--- config.mk ---
export PLATFORM = sky130hd
export DESIGN_NAME = txq_fetch
export DESIGN_NICKNAME = d
export VERILOG_FILES = /design/src/rtl/txq_pkg.sv /design/src/rtl/txq_regs.sv /design/src/rtl/txq_ur_timer.sv /design/src/rtl/txq_byte_out.sv /design/src/rtl/txq_fetch.sv
export SDC_FILE = /design/constraint.sdc
export NUM_CORES = 1
export LEC_CHECK = 0
export ABC_AREA = 0
export BUFFER_PORTS_ARGS = -buffer_cell sky130_fd_sc_hd__buf_4
export CAP_MARGIN = 20
export CORE_UTILIZATION = 58
export CTS_CLUSTER_SIZE = 28
export DETAILED_ROUTE_END_ITERATION = 12
export PLACE_DENSITY_LB_ADDON = 0.25
export SETUP_SLACK_MARGIN = 0.2
export SYNTH_ARGS = -nofsm -noshare
export SYNTH_HDL_FRONTEND = slang
export SYNTH_SLANG_ARGS = --single-unit
--- constraint.sdc ---
create_clock -name clk -period 3.9 [get_ports clk]
set_input_delay 0.39 -clock clk [delete_from_list [all_inputs] [get_ports clk]]
set_output_delay 0.39 -clock clk [all_outputs]
set_load 0.01 [all_outputs]
--- src/rtl/txq_pkg.sv ---
package txq_pkg;
  localparam int WORD_W = 32;

  localparam logic [1:0] RA_CTRL = 2'd0;
  localparam logic [1:0] RA_STAT = 2'd1;
  localparam logic [1:0] RA_BASE = 2'd2;

  localparam int CTRL_EN_BIT   = 3;
  localparam int CTRL_GO_BIT   = 9;
  localparam int STAT_DONE_BIT = 5;

  localparam int D_LAST_BIT = 15;
  localparam int D_WRAP_BIT = 30;

  localparam logic [WORD_W-1:0] M_USED = 32'h8000_0000;
  localparam logic [WORD_W-1:0] M_EXH  = 32'h0800_0000;
  localparam logic [WORD_W-1:0] M_UR   = 32'h1000_0000;

  typedef enum logic [2:0] {
    S_IDLE, S_RD_W0, S_RD_W1, S_RD_DATA, S_SEND, S_BUF_END, S_WB
  } txq_state_e;

  typedef enum logic [1:0] {
    WB_DONE, WB_EXH, WB_UR
  } txq_wb_e;
endpackage

--- src/rtl/txq_regs.sv ---
module txq_regs
  import txq_pkg::*;
#(
  parameter int ADDR_W = 32
) (
  input  logic              clk,
  input  logic              rst,
  input  logic              wr,
  input  logic [1:0]        addr,
  input  logic [WORD_W-1:0] wdata,
  input  logic              done_set,
  output logic [WORD_W-1:0] rdata,
  output logic [ADDR_W-1:0] base,
  output logic              start_p
);
  logic en_q;
  logic done_q;

  always_ff @(posedge clk) begin
    if (rst) begin
      en_q    <= 1'b0;
      done_q  <= 1'b0;
      base    <= '0;
      start_p <= 1'b0;
      rdata   <= '0;
    end else begin
      start_p <= 1'b0;
      if (wr && addr == RA_CTRL) begin
        en_q    <= wdata[CTRL_EN_BIT];
        start_p <= wdata[CTRL_GO_BIT] && wdata[CTRL_EN_BIT];
      end
      if (wr && addr == RA_BASE) base <= wdata[ADDR_W-1:0];
      if (done_set) done_q <= 1'b1;
      else if (wr && addr == RA_STAT && wdata[STAT_DONE_BIT]) done_q <= 1'b0;

      rdata <= '0;
      case (addr)
        RA_CTRL: rdata[CTRL_EN_BIT]   <= en_q;
        RA_STAT: rdata[STAT_DONE_BIT] <= done_q;
        RA_BASE: rdata                <= WORD_W'(base);
        default: rdata                <= '0;
      endcase
    end
  end
endmodule

--- src/rtl/txq_ur_timer.sv ---
module txq_ur_timer #(
  parameter int LIMIT = 8,
  localparam int CW = $clog2(LIMIT + 1)
) (
  input  logic clk,
  input  logic rst,
  input  logic run,
  input  logic hit,
  output logic expired
);
  logic [CW-1:0] cnt_q;

  always_ff @(posedge clk) begin
    if (rst || !run || hit) cnt_q <= '0;
    else if (cnt_q != CW'(LIMIT)) cnt_q <= cnt_q + 1'b1;
  end

  assign expired = (cnt_q == CW'(LIMIT));
endmodule

--- src/rtl/txq_byte_out.sv ---
module txq_byte_out #(
  parameter int BPW = 4,
  localparam int NB_W = $clog2(BPW + 1)
) (
  input  logic             clk,
  input  logic             rst,
  input  logic             load,
  input  logic [8*BPW-1:0] load_word,
  input  logic [NB_W-1:0]  load_n,
  input  logic             load_last,
  input  logic             tx_ready,
  output logic [7:0]       tx_data,
  output logic             tx_valid,
  output logic             tx_last,
  output logic             busy
);
  logic [8*BPW-1:0] word_q;
  logic [NB_W-1:0]  cnt_q;
  logic             mark_q;
  logic             valid_q;

  always_ff @(posedge clk) begin
    if (rst) begin
      word_q  <= '0;
      cnt_q   <= '0;
      mark_q  <= 1'b0;
      valid_q <= 1'b0;
    end else if (load) begin
      word_q  <= load_word;
      cnt_q   <= load_n;
      mark_q  <= load_last;
      valid_q <= 1'b1;
    end else if (valid_q && tx_ready) begin
      word_q <= word_q >> 8;
      cnt_q  <= cnt_q - 1'b1;
      if (cnt_q == NB_W'(1)) valid_q <= 1'b0;
    end
  end

  assign tx_data  = word_q[7:0];
  assign tx_valid = valid_q;
  assign tx_last  = valid_q && mark_q && (cnt_q == NB_W'(1));
  assign busy     = valid_q;


  stream_hold_chk: assert property (@(posedge clk) disable iff (rst)
    (tx_valid && !tx_ready) |=> (tx_valid && $stable(tx_data) && $stable(tx_last)));


  load_idle_chk: assert property (@(posedge clk) disable iff (rst)
    load |-> !valid_q);
endmodule

--- src/rtl/txq_fetch.sv ---
module txq_fetch
  import txq_pkg::*;
#(
  parameter int ADDR_W   = 32,
  parameter int LEN_W    = 11,
  parameter int UR_LIMIT = 8
) (
  input  logic              clk,
  input  logic              rst,
  input  logic              reg_wr,
  input  logic [1:0]        reg_addr,
  input  logic [31:0]       reg_wdata,
  output logic [31:0]       reg_rdata,
  output logic              mem_req,
  output logic              mem_we,
  output logic [ADDR_W-1:0] mem_addr,
  output logic [31:0]       mem_wdata,
  input  logic              mem_ack,
  input  logic [31:0]       mem_rdata,
  output logic [7:0]        tx_data,
  output logic              tx_valid,
  output logic              tx_last,
  input  logic              tx_ready,
  output logic              tx_abort
);
  localparam int BPW  = WORD_W / 8;
  localparam int NB_W = $clog2(BPW + 1);

  txq_state_e        state_q;
  txq_wb_e           kind_q;
  logic [ADDR_W-1:0] base;
  logic              start_p;
  logic              done_set;
  logic [ADDR_W-1:0] desc_q;
  logic [ADDR_W-1:0] buf_q;
  logic [ADDR_W-1:0] first_q;
  logic [WORD_W-1:0] first_stat_q;
  logic [LEN_W-1:0]  rem_q;
  logic              cur_last_q;
  logic              cur_wrap_q;
  logic              in_frame_q;
  logic              frame_data_q;
  logic              ur_q;
  logic              ur_exp;
  logic              abort_q;
  logic              out_busy;
  logic              load;
  logic [NB_W-1:0]   nb;
  logic              nb_last;
  logic [ADDR_W-1:0] next_desc;
  logic [WORD_W-1:0] wb_word;

  txq_regs #(.ADDR_W(ADDR_W)) u_regs (
    .clk(clk), .rst(rst), .wr(reg_wr), .addr(reg_addr), .wdata(reg_wdata),
    .done_set(done_set), .rdata(reg_rdata), .base(base), .start_p(start_p)
  );

  txq_ur_timer #(.LIMIT(UR_LIMIT)) u_timer (
    .clk(clk), .rst(rst),
    .run(state_q == S_RD_DATA && frame_data_q),
    .hit(mem_ack), .expired(ur_exp)
  );

  txq_byte_out #(.BPW(BPW)) u_out (
    .clk(clk), .rst(rst), .load(load), .load_word(mem_rdata), .load_n(nb),
    .load_last(nb_last), .tx_ready(tx_ready), .tx_data(tx_data),
    .tx_valid(tx_valid), .tx_last(tx_last), .busy(out_busy)
  );

  assign nb        = (rem_q >= LEN_W'(BPW)) ? NB_W'(BPW) : rem_q[NB_W-1:0];
  assign nb_last   = cur_last_q && (rem_q <= LEN_W'(BPW));
  assign load      = (state_q == S_RD_DATA) && mem_ack && !(ur_q || ur_exp);
  assign next_desc = cur_wrap_q ? base : desc_q + ADDR_W'(8);
  assign done_set  = (state_q == S_WB) && mem_ack && (kind_q == WB_DONE);

  always_comb begin
    wb_word = first_stat_q | M_USED;
    if (kind_q == WB_EXH) wb_word = wb_word | M_EXH;
    if (kind_q == WB_UR)  wb_word = wb_word | M_UR;
  end

  assign mem_req   = (state_q == S_RD_W0) || (state_q == S_RD_W1) ||
                     (state_q == S_RD_DATA) || (state_q == S_WB);
  assign mem_we    = (state_q == S_WB);
  assign mem_wdata = wb_word;
  assign tx_abort  = abort_q;

  always_comb begin
    case (state_q)
      S_RD_W1:   mem_addr = desc_q + ADDR_W'(4);
      S_RD_DATA: mem_addr = buf_q;
      S_WB:      mem_addr = first_q + ADDR_W'(4);
      default:   mem_addr = desc_q;
    endcase
  end

  always_ff @(posedge clk) begin
    if (rst) begin
      state_q      <= S_IDLE;
      kind_q       <= WB_DONE;
      desc_q       <= '0;
      buf_q        <= '0;
      first_q      <= '0;
      first_stat_q <= '0;
      rem_q        <= '0;
      cur_last_q   <= 1'b0;
      cur_wrap_q   <= 1'b0;
      in_frame_q   <= 1'b0;
      frame_data_q <= 1'b0;
      ur_q         <= 1'b0;
      abort_q      <= 1'b0;
    end else begin
      abort_q <= 1'b0;
      case (state_q)
        S_IDLE: begin
          if (start_p) begin
            desc_q     <= base;
            in_frame_q <= 1'b0;
            ur_q       <= 1'b0;
            state_q    <= S_RD_W0;
          end
        end
        S_RD_W0: begin
          if (mem_ack) begin
            buf_q   <= {mem_rdata[ADDR_W-1:2], 2'b00};
            state_q <= S_RD_W1;
          end
        end
        S_RD_W1: begin
          if (mem_ack) begin
            cur_last_q <= mem_rdata[D_LAST_BIT];
            cur_wrap_q <= mem_rdata[D_WRAP_BIT];
            if ((mem_rdata & M_USED) != '0) begin
              if (in_frame_q) begin
                kind_q  <= WB_EXH;
                abort_q <= 1'b1;
                state_q <= S_WB;
              end else begin
                state_q <= S_IDLE;
              end
            end else begin
              if (!in_frame_q) begin
                first_q      <= desc_q;
                first_stat_q <= mem_rdata;
                in_frame_q   <= 1'b1;
                frame_data_q <= 1'b0;
              end
              rem_q <= mem_rdata[LEN_W-1:0];
              if (mem_rdata[LEN_W-1:0] == '0) state_q <= S_BUF_END;
              else                            state_q <= S_RD_DATA;
            end
          end
        end
        S_RD_DATA: begin
          if (ur_exp) ur_q <= 1'b1;
          if (mem_ack) begin
            if (ur_q || ur_exp) begin
              ur_q    <= 1'b0;
              kind_q  <= WB_UR;
              abort_q <= 1'b1;
              state_q <= S_WB;
            end else begin
              rem_q        <= rem_q - LEN_W'(nb);
              buf_q        <= buf_q + ADDR_W'(BPW);
              frame_data_q <= 1'b1;
              state_q      <= S_SEND;
            end
          end
        end
        S_SEND: begin
          if (!out_busy) state_q <= (rem_q == '0) ? S_BUF_END : S_RD_DATA;
        end
        S_BUF_END: begin
          if (cur_last_q) begin
            kind_q  <= WB_DONE;
            state_q <= S_WB;
          end else begin
            desc_q  <= next_desc;
            state_q <= S_RD_W0;
          end
        end
        S_WB: begin
          if (mem_ack) begin
            in_frame_q <= 1'b0;
            if (kind_q == WB_DONE) begin
              desc_q  <= next_desc;
              state_q <= S_RD_W0;
            end else begin
              state_q <= S_IDLE;
            end
          end
        end
        default: state_q <= S_IDLE;
      endcase
    end
  end


  req_hold_chk: assert property (@(posedge clk) disable iff (rst)
    (mem_req && !mem_ack) |=> (mem_req && $stable(mem_addr) && $stable(mem_we) && $stable(mem_wdata)));


  wb_used_chk: assert property (@(posedge clk) disable iff (rst)
    (mem_req && mem_we) |-> mem_wdata[31]);


  abort_quiet_chk: assert property (@(posedge clk) disable iff (rst)
    tx_abort |-> !tx_valid);


  abort_pulse_chk: assert property (@(posedge clk) disable iff (rst)
    tx_abort |=> !tx_abort);
endmodule

==> metrics <==
status=finished clean; leakage power=~5.5 nW; RSZ-0062 raised after global routing=yes; TritonCTS Buffers=27; initial antenna violation count=0; Setup Buffers After CTS=0; Post-synth top cells=nand2_1, dfxtp_1, a21oi_1; min-delay src=reg_wdata[18]; worst setup margin=361 ps; fin crit period=roughly 3500 ps; CTS sink count=around 260; sequential cell area=around 5100 um2; Synth Instances=1807; total track usage=approximately 36%; Antenna Nets Post-Route=0; area of the multi-input gates=7390 um2; post-synth top area cell=dfxtp_1; most instantiated library cell after synthesis=nand2_1; f_max=between 200 and 300 MHz; area share of the largest cell type after synthesis=around two fifths; max cap viols=0; cell area after synthesis=between 10000 and 15000 um2; Avg Cell Area, Syn=roughly 7.4 um2; Worst Reg-to-Reg Cells=8; Distinct cells, synth=74; TritonCTS clock tree=yes; WS Path Type=register to primary output; vias in the first global route=around 13000; Overflow after GRT=0; Synth Register Bits=255; slowest stage cell, crit path=buf_4; Layout area overhead=16.1%; PwrDens=roughly 360 nW/um2; num rows=55; vias per cell=between 6 and 7; Top FF cell, synth=dfxtp_1; max_slew headroom=27.1%; Final Slew Violations=0; per-cell routed wire length=between 20 and 25 um; drt pass-1 iters=6; main area contributors after synthesis=dfxtp_1, nand2_1, a21oi_1, clkbuf_1, nor2_1; fillers=1962; chip width=~150 um; initial drt markers=between 1500 and 2000; Top-Level Pins=180; Port Buffers=~180; CP top delay family=simple AND/OR/NAND/NOR gates; min-delay worst type=input port to register; r2r startpoint=state_q[0]; DIE AREA=between 20000 and 25000 um2; largest net degree at the start of global routing=~110; core box area=between 20000 and 25000 um2; H-tree levels=1; fraction of the cycle the final worst path needs=approximately 91%; Setup-failing EPs final=0; yosys warns=0; Async S/R FF share, synth=0%; DP Cell Count=2113; routed vias=13700; Seq/Total Area, Yosys=38.1%; CP Cell Sequence=nand3b_1 -> buf_4 -> nand2_1 -> nand2_1 -> ha_1 -> o221ai_2 -> nor3_1 -> xor2_1 -> o21ai_0 -> buf_4; Worst EP arrival=between 3000 and 4000 ps; overall power=approximately 0.0056 W; DP HPWL=approximately 30000 um; Clock Tree Buf Depth=3; start point of the critical path=state_q[0]; Final Skew=roughly 14 ps; Worst path depth=10; layout cells sized above 1=between 10% and 20%; post-route insts no fill=2163; effective utilization at floorplan=59.2%; GP Congestion=roughly 0.98; worst hold path depth=3; clock transition at the registers of the reported paths=70 ps; Critical Path RT=between 3000 and 4000 ps; Fin Setup TNS=0 ps; diode count=0; count of final hold-check violations=0; maximum vdd drop=approximately 0.00034 V; Worst-Margin Slew=between 1000 and 1500 ps; Clock Latency Late Sink=540 ps; DRT Wirelength=43400 um; Die Height=154 um; post-place setup slack=roughly 800 ps; first-pass GRT wire length=between 60000 and 70000 um; startpoint types=register; Setup crit end kind=primary output; CP max stage delay=360 ps; Post-synth EDFFs=0; Clock Root Buffer=clkbuf_16; CP max FO=27; Bufs and invs on worst path=2; nets@finish=1942; Residual DRC=0
state kept, by name (all words and copies together) (netlist names), 4 cells and up:
| name | cells |
|---|---|
| desc_q | 32 |
| first_q | 32 |
| u_out.word_q | 32 |
| u_regs.base | 32 |
| u_regs.rdata | 32 |
| first_stat_q | 31 |
| buf_q | 30 |
| rem_q | 11 |
| u_timer.cnt_q | 4 |
power breakdown:
group          internal [W]  switching (W)
Sequential          0.00263      0.0000260
Clock               0.00164        0.00108
Combinational     0.0000986       0.000155
cell type report:
cell class,count,share of cell area [%]
clock inverter,16,1.39
clock buffer,32,4.59
multi-input combinational,1342,47.5
timing repair buffer,213,10.9
inverter,20,0.507
sequential,255,32.8
tap,285,2.29
stage by stage:
stage	utilization [%]	hold WS, ps	instance area (um2)
floorplan	-	432	13400
global placement	64.3	438	14500
detailed placement	64.3	445	14500
CTS	68.4	92.3	15500
global route	68.7	102	15600
finish	68.7	99.0	15600
worst paths after layout:
check,endpoint,slack [ps]
max,mem_addr[28],360
min reg2reg,first_stat_q[18],450
min,u_regs.base[18],100
max reg2reg,first_q[27],1120
placed cells by master, fill, tap and decap left out, types with 7 or more instances in the layout:
master,n
nand3b_1,10
nor2_1,127
mux2i_1,25
a211oi_1,15
buf_4,205
a22oi_1,36
clkinv_2,7
a31oi_1,18
inv_1,19
xnor2_1,14
or3_1,10
a21o_1,8
ha_1,12
and2_1,40
xor2_1,18
nand4_1,17
nand3_1,90
clkbuf_16,27
o21ai_0,84
dfxtp_1,255
nand2_1,364
and3_1,18
nor2b_1,10
nor3_1,27
nand2b_1,10
o211ai_1,10
or4_1,9
a21oi_1,203
o22ai_1,18
nor4_1,17
a311oi_1,33
o31ai_1,9
what timing repair did:
action,4_1_cts,5_1_grt
hold endpoints to repair,0,0
resized for setup,1,3
hold buffers,0,0
pin swaps,0,0
setup endpoints to repair,1,7
routing by layer:
layer	track usage [%]	vias to the layer above	wire, um
met2	61.0	631	20800
li1	-	6437	-
met5	0	-	0
met1	44.4	6482	17400
met4	16.3	0	1920
met3	4.71	128	3250
worst register-to-register path, stage by stage, from the launching register on:
cell and delay, ps:
dfxtp_1 310, buf_4 250, nand2b_1 210, nor2_1 470, nand2_1 200, or2_2 610
buf_4 380, nand2_1 120, a21oi_1 70
cells by family (layout without fill, tap and decap cells):
family                   after synthesis  after routing  share of synthesized area [%]
adder cells (fa/ha/maj)               12             12                           1.12
AND/OR/NAND/NOR                      779            779                           27.0
buffers and inverters                211            281                           7.05
XOR/XNOR                              32             32                           2.09
multiplexers                          28             28                           2.12
flip-flops                           255            255                           38.1
AO/OA/AOI/OAI                        488            488                           22.4
other                                  2              3                         0.0561
No activity file was read; power rests on OpenSTA's default activity.
